### src/rtl/fault_summary_agg.sv
module fault_summary_agg #(
  parameter int DW      = 16,
  parameter int PROT_W  = 2,
  parameter int TEMP_W  = 4,
  parameter int CELL_W  = 6,
  parameter int COMP_W  = 3,
  parameter int SYS_W   = 5,
  parameter int PWR_W   = 4,
  parameter int OTP_W   = 6,
  parameter int COMM2_W = 3,
  parameter int COMM1_W = 4,
  localparam int NGRP   = 12,
  localparam int NSUM   = 10
) (
  input  logic                 clk,
  input  logic                 rst_n,
  input  logic [NGRP*DW-1:0]   evt_i,
  input  logic                 wr_en_i,
  input  logic [3:0]           addr_i,
  input  logic [DW-1:0]        wdata_i,
  output logic [DW-1:0]        rdata_o,
  output logic [NSUM-1:0]      summary_o,
  output logic                 nfault_o
);

  localparam int G_PROT = 0, G_UT = 1, G_OT = 2, G_UV = 3, G_OV = 4, G_COMP = 5;
  localparam int G_SYS = 6, G_PWR = 7, G_OTP = 8, G_CM3 = 9, G_CM2 = 10, G_CM1 = 11;
  localparam logic [3:0] A_MASK1 = 4'd12, A_MASK2 = 4'd13, A_SUM = 4'd14;

  function automatic int grp_w(int g);
    case (g)
      G_PROT:      return PROT_W;
      G_UT, G_OT:  return TEMP_W;
      G_UV, G_OV:  return CELL_W;
      G_COMP:      return COMP_W;
      G_SYS:       return SYS_W;
      G_PWR:       return PWR_W;
      G_OTP:       return OTP_W;
      G_CM3:       return 4;
      G_CM2:       return COMM2_W;
      default:     return COMM1_W;
    endcase
  endfunction

  function automatic logic [DW-1:0] vld(int g);
    return {DW{1'b1}} >> (DW - grp_w(g));
  endfunction

  function automatic logic [NGRP*DW-1:0] vld_all();
    logic [NGRP*DW-1:0] v;
    for (int g = 0; g < NGRP; g++) v[g*DW +: DW] = vld(g);
    return v;
  endfunction

  localparam logic [NGRP*DW-1:0] VLD_ALL = vld_all();

  logic [NGRP-1:0][DW-1:0] flag_q;
  logic [NGRP-1:0][DW-1:0] clr;
  logic [7:0]              m1_q;
  logic [6:0]              m2_q;

  always_comb begin
    for (int g = 0; g < NGRP; g++)
      clr[g] = (wr_en_i && addr_i == 4'(g)) ? wdata_i : '0;
  end

  always_ff @(posedge clk or negedge rst_n) begin
    if (!rst_n) begin
      flag_q <= '0;
    end else begin
      for (int g = 0; g < NGRP; g++)
        flag_q[g] <= (flag_q[g] & ~clr[g]) | (evt_i[g*DW +: DW] & vld(g));
    end
  end

  always_ff @(posedge clk or negedge rst_n) begin
    if (!rst_n) begin
      m1_q <= '0;
      m2_q <= '0;
    end else if (wr_en_i) begin
      if (addr_i == A_MASK1) m1_q <= wdata_i[7:0];
      if (addr_i == A_MASK2) m2_q <= wdata_i[6:0];
    end
  end

  function automatic logic live(logic [DW-1:0] f, logic m);
    return (|f) && !m;
  endfunction

  assign summary_o[0] = live(flag_q[G_PROT], m1_q[0]);
  assign summary_o[1] = live(flag_q[G_UT], m1_q[1]) | live(flag_q[G_OT], m1_q[2]);
  assign summary_o[2] = live(flag_q[G_UV], m1_q[3]) | live(flag_q[G_OV], m1_q[4]);
  assign summary_o[3] = live(flag_q[G_COMP], m1_q[5]);
  assign summary_o[4] = live(flag_q[G_SYS], m1_q[6]);
  assign summary_o[5] = live(flag_q[G_PWR], m1_q[7]);
  assign summary_o[6] = live(flag_q[G_OTP] & DW'(3), m2_q[0])
                      | live(flag_q[G_OTP] & ~DW'(3), m2_q[1]);
  assign summary_o[7] = live(flag_q[G_CM3] & DW'(1), m2_q[2])
                      | live(flag_q[G_CM3] & DW'(2), m2_q[3])
                      | live(flag_q[G_CM3] & DW'(12), m2_q[4]);
  assign summary_o[8] = live(flag_q[G_CM2], m2_q[5]);
  assign summary_o[9] = live(flag_q[G_CM1], m2_q[6]);

  assign nfault_o = ~|summary_o;

  always_comb begin
    rdata_o = '0;
    if (addr_i < 4'(NGRP)) rdata_o = flag_q[addr_i];
    else if (addr_i == A_MASK1) rdata_o = DW'(m1_q);
    else if (addr_i == A_MASK2) rdata_o = DW'(m2_q);
    else if (addr_i == A_SUM) rdata_o = DW'(summary_o);
  end

endmodule

### config.mk
export PLATFORM = sky130hd
export DESIGN_NAME = fault_summary_agg
export DESIGN_NICKNAME = d
export VERILOG_FILES = /design/src/rtl/fault_summary_agg.sv
export SDC_FILE = /design/constraint.sdc
export NUM_CORES = 1
export LEC_CHECK = 0
export BUFFER_PORTS_ARGS = -buffer_cell sky130_fd_sc_hd__buf_2
export CORE_ASPECT_RATIO = 1.75
export CORE_MARGIN = 2
export CORE_UTILIZATION = 40
export CTS_BUF_LIST = sky130_fd_sc_hd__clkbuf_16
export DETAILED_ROUTE_END_ITERATION = 6
export GPL_TIMING_DRIVEN = 0
export PLACE_DENSITY = 0.66
export SLEW_MARGIN = 5
export SYNTH_ARGS = -nofsm -noshare
export SYNTH_HDL_FRONTEND = slang
export SYNTH_SLANG_ARGS = --single-unit
### constraint.sdc
create_clock -name clk -period 2 [get_ports clk]
set_input_delay 0.2 -clock clk [delete_from_list [all_inputs] [get_ports clk]]
set_output_delay 0.2 -clock clk [all_outputs]
set_load 0.005 [all_outputs]
==> impl_metrics.yaml <==
run_status:
  outcome: "finished with violations"
  failed_checks: "setup timing"
critical_path:
  required_ns: 1.80
  cp.buffers_inverters: 1
  rr_worst_depth: 1
  crit_path_start_kind: "register"
  r2r_end: "m1_q[0]$_DFFE_PN0P_"
  crit_type: "register to primary output"
  cpPeakStageDelay_ns: 0.48
  cpMaxStageDelayCell: "nor4_4"
  worst_setup_path_end_kind: "primary output"
  timing.rr.start: "m1_q[0]$_DFFE_PN0P_"
  path_depth: 5
  cp_cell_sequence: "nor4_4 -> a41oi_2 -> nor4_2 -> and4b_2 -> buf_2"
  cp.arrival_ns: 2.41
  cp_top_family: "simple AND/OR/NAND/NOR gates"
  crit_fanout: 3
  worstSetupEndpoint: "nfault_o"
  startpoint: "flag_q[46]$_DFF_PN0_"
  r2r_slack_ns: 1.15
yosys:
  synth_top_area_frac: 0.5460
  ys_async_sr_fraction: 1.000
  synthTopCellsByArea: "dfrtp_1 (55%), mux4_2 (11%), a21boi_0 (11%), a21o_1 (4.0%), nor4_1 (3.0%)"
  synth_cells: 733
  netlist_area_um2: 9488
  synthFlopType: "dfrtp_1"
  synthDistinctLibCells: 41
  seq_area_frac_synth: 0.5460
  synth_top_cell_by_area: "dfrtp_1"
  syn_area_per_cell_um2: 12.94
  synth_edf_count: 0
  ys_ff_latch: 207
  synthesis.nets: 948
  yosys_warnings: 0
floorplan:
  die_area_um2: 25020
  core_um2: 23330
  ios: 242
  row_count: 74
  initial_core_util: 0.4066
  die-height_um: 207.7
  chipWidth_um: 120.4
final_layout:
  nets: 1148
  multi_input_area_um2: 4683
  area_delta_synth_final_pct: 30.74
  n_antenna_cell: 0
  postLayoutCoreUtil: 0.5316
  drive_gt1_frac: 0.3287
  fillers: 1984
  area.sequential_um2: 5186
global_route:
  grt_pass1_wl_um: 47780
  grt_pass1_vias: 7958
  antenna_found_initial: 0
  grt-ovfl-total: 0
  track_usage: 0.2537
  grt_max_degree: 78
clock_tree:
  htree_levels: 1
  cts_tree: "built"
  clock-sinks: 207
  clk_path_buf_depth: 3
  root_buffer: "clkbuf_16"
  cts_buffers: 19
  clock_latency_ns: 0.49
  clk_pin_slew_worst_paths_ns: 0.06
timing:
  fin_worst_skew_ns: 0
  finalCritPeriodShare: 1.306
  rsz0062_at_grt: "yes"
  fmax_mhz: 382.8
  setup_slack_ns: -0.6126
  max_slew_margin: 0.4634
  setup_viol_count_final: 26
  tightest_slew_ns: 0.8020
  timing_hold_violations_final: 0
  period_needed_ns: 2.613
  slew_viol_final: 0
route:
  antenna_left: 0
  drc: 0
  drt_iter0_markers: 622
  dr_total_vias: 7350
  via_per_inst: 5.894
  dr.pass1.iters: 5
  wire_per_inst_um: 25.12
  drt_wl_total_um: 31320
placed_design:
  pre_cts_slack_ns: -0.5387
  gp_congestion: 0.9130
  io_buffers: 97
  hpwl_um: 23280
hold_path:
  whs_path_depth: 3
  hold_class: "input port to register"
run:
  drv_cap: 0
power_and_ir_drop:
  ir_worst_vdd_v: 0.0004998
  power.leakage_uw: 0.005022
  power.density_nw_per_um2: 709.6
==> worst min-delay path by stage <==
stage | from | endpoint | slack [ns]
after floorplan | rst_n | flag_q[0]$_DFF_PN0_ | -0.1
after global placement | evt_i[98] | flag_q[98]$_DFF_PN0_ | 0.38
after detailed placement | rst_n | flag_q[19]$_DFF_PN0_ | 0.17
after CTS | wdata_i[0] | flag_q[144]$_DFF_PN0_ | 0.02
after global routing | wdata_i[0] | flag_q[128]$_DFF_PN0_ | 0.04
final | wdata_i[3] | flag_q[147]$_DFF_PN0_ | 0.02
==> cell type report <==
| class | instances | share of cell area |
|---|---|---|
| Buffer | 50 | 0.01957 |
| Clock buffer | 19 | 0.03833 |
| Clock inverter | 12 | 0.004035 |
| Inverter | 3 | 0.0009078 |
| Multi-Input combinational cell | 473 | 0.3775 |
| Sequential cell | 207 | 0.4181 |
| Tap cell | 304 | 0.03066 |
| Timing Repair Buffer | 179 | 0.1109 |
==> power by group <==
group	switching (uW)	total [uW]	internal [uW]
Sequential	97.0	4370	4270
Combinational	617	1160	547
Clock	1560	3270	1720
==> per-stage QoR <==
| step | cell area (um^2) | cells | hold slack (ns) | total power, uW | setup TNS [ns] |
|---|---|---|---|---|---|
| CTS | 12230 | 1245 | 0.01669 | 8759 | -5.996 |
| detailed placement | 10420 | 1136 | 0.1652 | 5276 | -8.257 |
| global placement | 10350 | 1134 | 0.3793 | 5250 | -575.06 |
| finish | 12400 | 1247 | 0.02489 | 8803 | -6.341 |
| floorplan | 9488 | 733 | -0.09559 | 4823 | 0 |
| global route | 12400 | 1247 | 0.03508 | 9075 | -7.230 |
==> Yosys cell counts (2+ instances only) <==
library cell and number:
nor4_1 45, nor3_2 9, nand2_1 73, nand3_1 3, o21bai_1 2, a21o_1 51, dfrtp_1 207, a41oi_1 10
nor4_4 3, and2_1 2, a21oi_1 9, o2bb2ai_1 2, or2_2 3, o21ai_0 6, inv_1 2, buf_4 3
mux4_2 48, o221ai_1 4, buf_2 14, mux2_2 16, clkbuf_1 31, mux2i_1 13, nor2b_1 2, o211ai_1 5
a21boi_0 141, o311ai_0 2, nor2_1 7, nand2b_1 7
==> worst min-delay path: cells and delay by family <==
| kind | cells | cell delay, ns |
|---|---|---|
| compound gates | 1 | 0.10 |
| simple gates | 1 | 0.06 |
| buf+inv | 1 | 0.13 |
==> per-layer routing <==
metal / vias to the layer above / share of wire / track usage
met2: 324 / 0.53 / 0.4477
met3: 110 / 0.051 / 0.02720
met4: 0 / 0.063 / 0.1512
li1: 3170 / - / -
met5: - / 0 / 0
met1: 3746 / 0.36 / 0.2921
==> timing repair <==
| item | 4_1_cts | 5_1_grt |
|---|---|---|
| setup endpoints to repair | 26 | 26 |
| hold buffers | 62 | 0 |
| pin swaps | 30 | 9 |
| hold endpoints to repair | 126 | 0 |
| setup buffers | 16 | 3 |
| gates resized for setup | 97 | 28 |
==> sequential cells by signal, indices dropped and copies added, names as in the netlist <==
register,flops
m2_q,7
m1_q,8
flag_q,192
==> cells in the final DEF (no fill, tap or decap), types with 3 or more instances in the layout <==
cell type        n
nand2b_1         7
o21ai_1          5
nor4_2          11
o211ai_1         5
clkinv_1         6
a21o_1          51
mux2_2          15
buf_6           14
mux2i_1          8
dfrtp_2          5
nor3_2          10
buf_4           17
buf_2          100
a41oi_2         10
o221ai_2         3
a21boi_0       141
nand2_1         72
clkbuf_16       19
inv_1            7
mux4_2          48
nor4_4          27
mux2i_2          5
nor4_1          10
dlygate4sd3_1   62
nor2_1           7
dfrtp_1        202
clkbuf_1        29
a21oi_1          5
==> cells by family (layout without fill, tap and decap cells) <==
| logic type | after synthesis | after routing | share of synthesized area |
|---|---|---|---|
| buffers and inverters | 53 | 263 | 0.02598 |
| flip-flops | 207 | 207 | 0.5460 |
| AO/OA/AOI/OAI | 236 | 236 | 0.1855 |
| multiplexers | 78 | 78 | 0.1494 |
| AND/OR/NAND/NOR | 159 | 159 | 0.09310 |
Note: power is estimated with default switching activity, not from simulation.
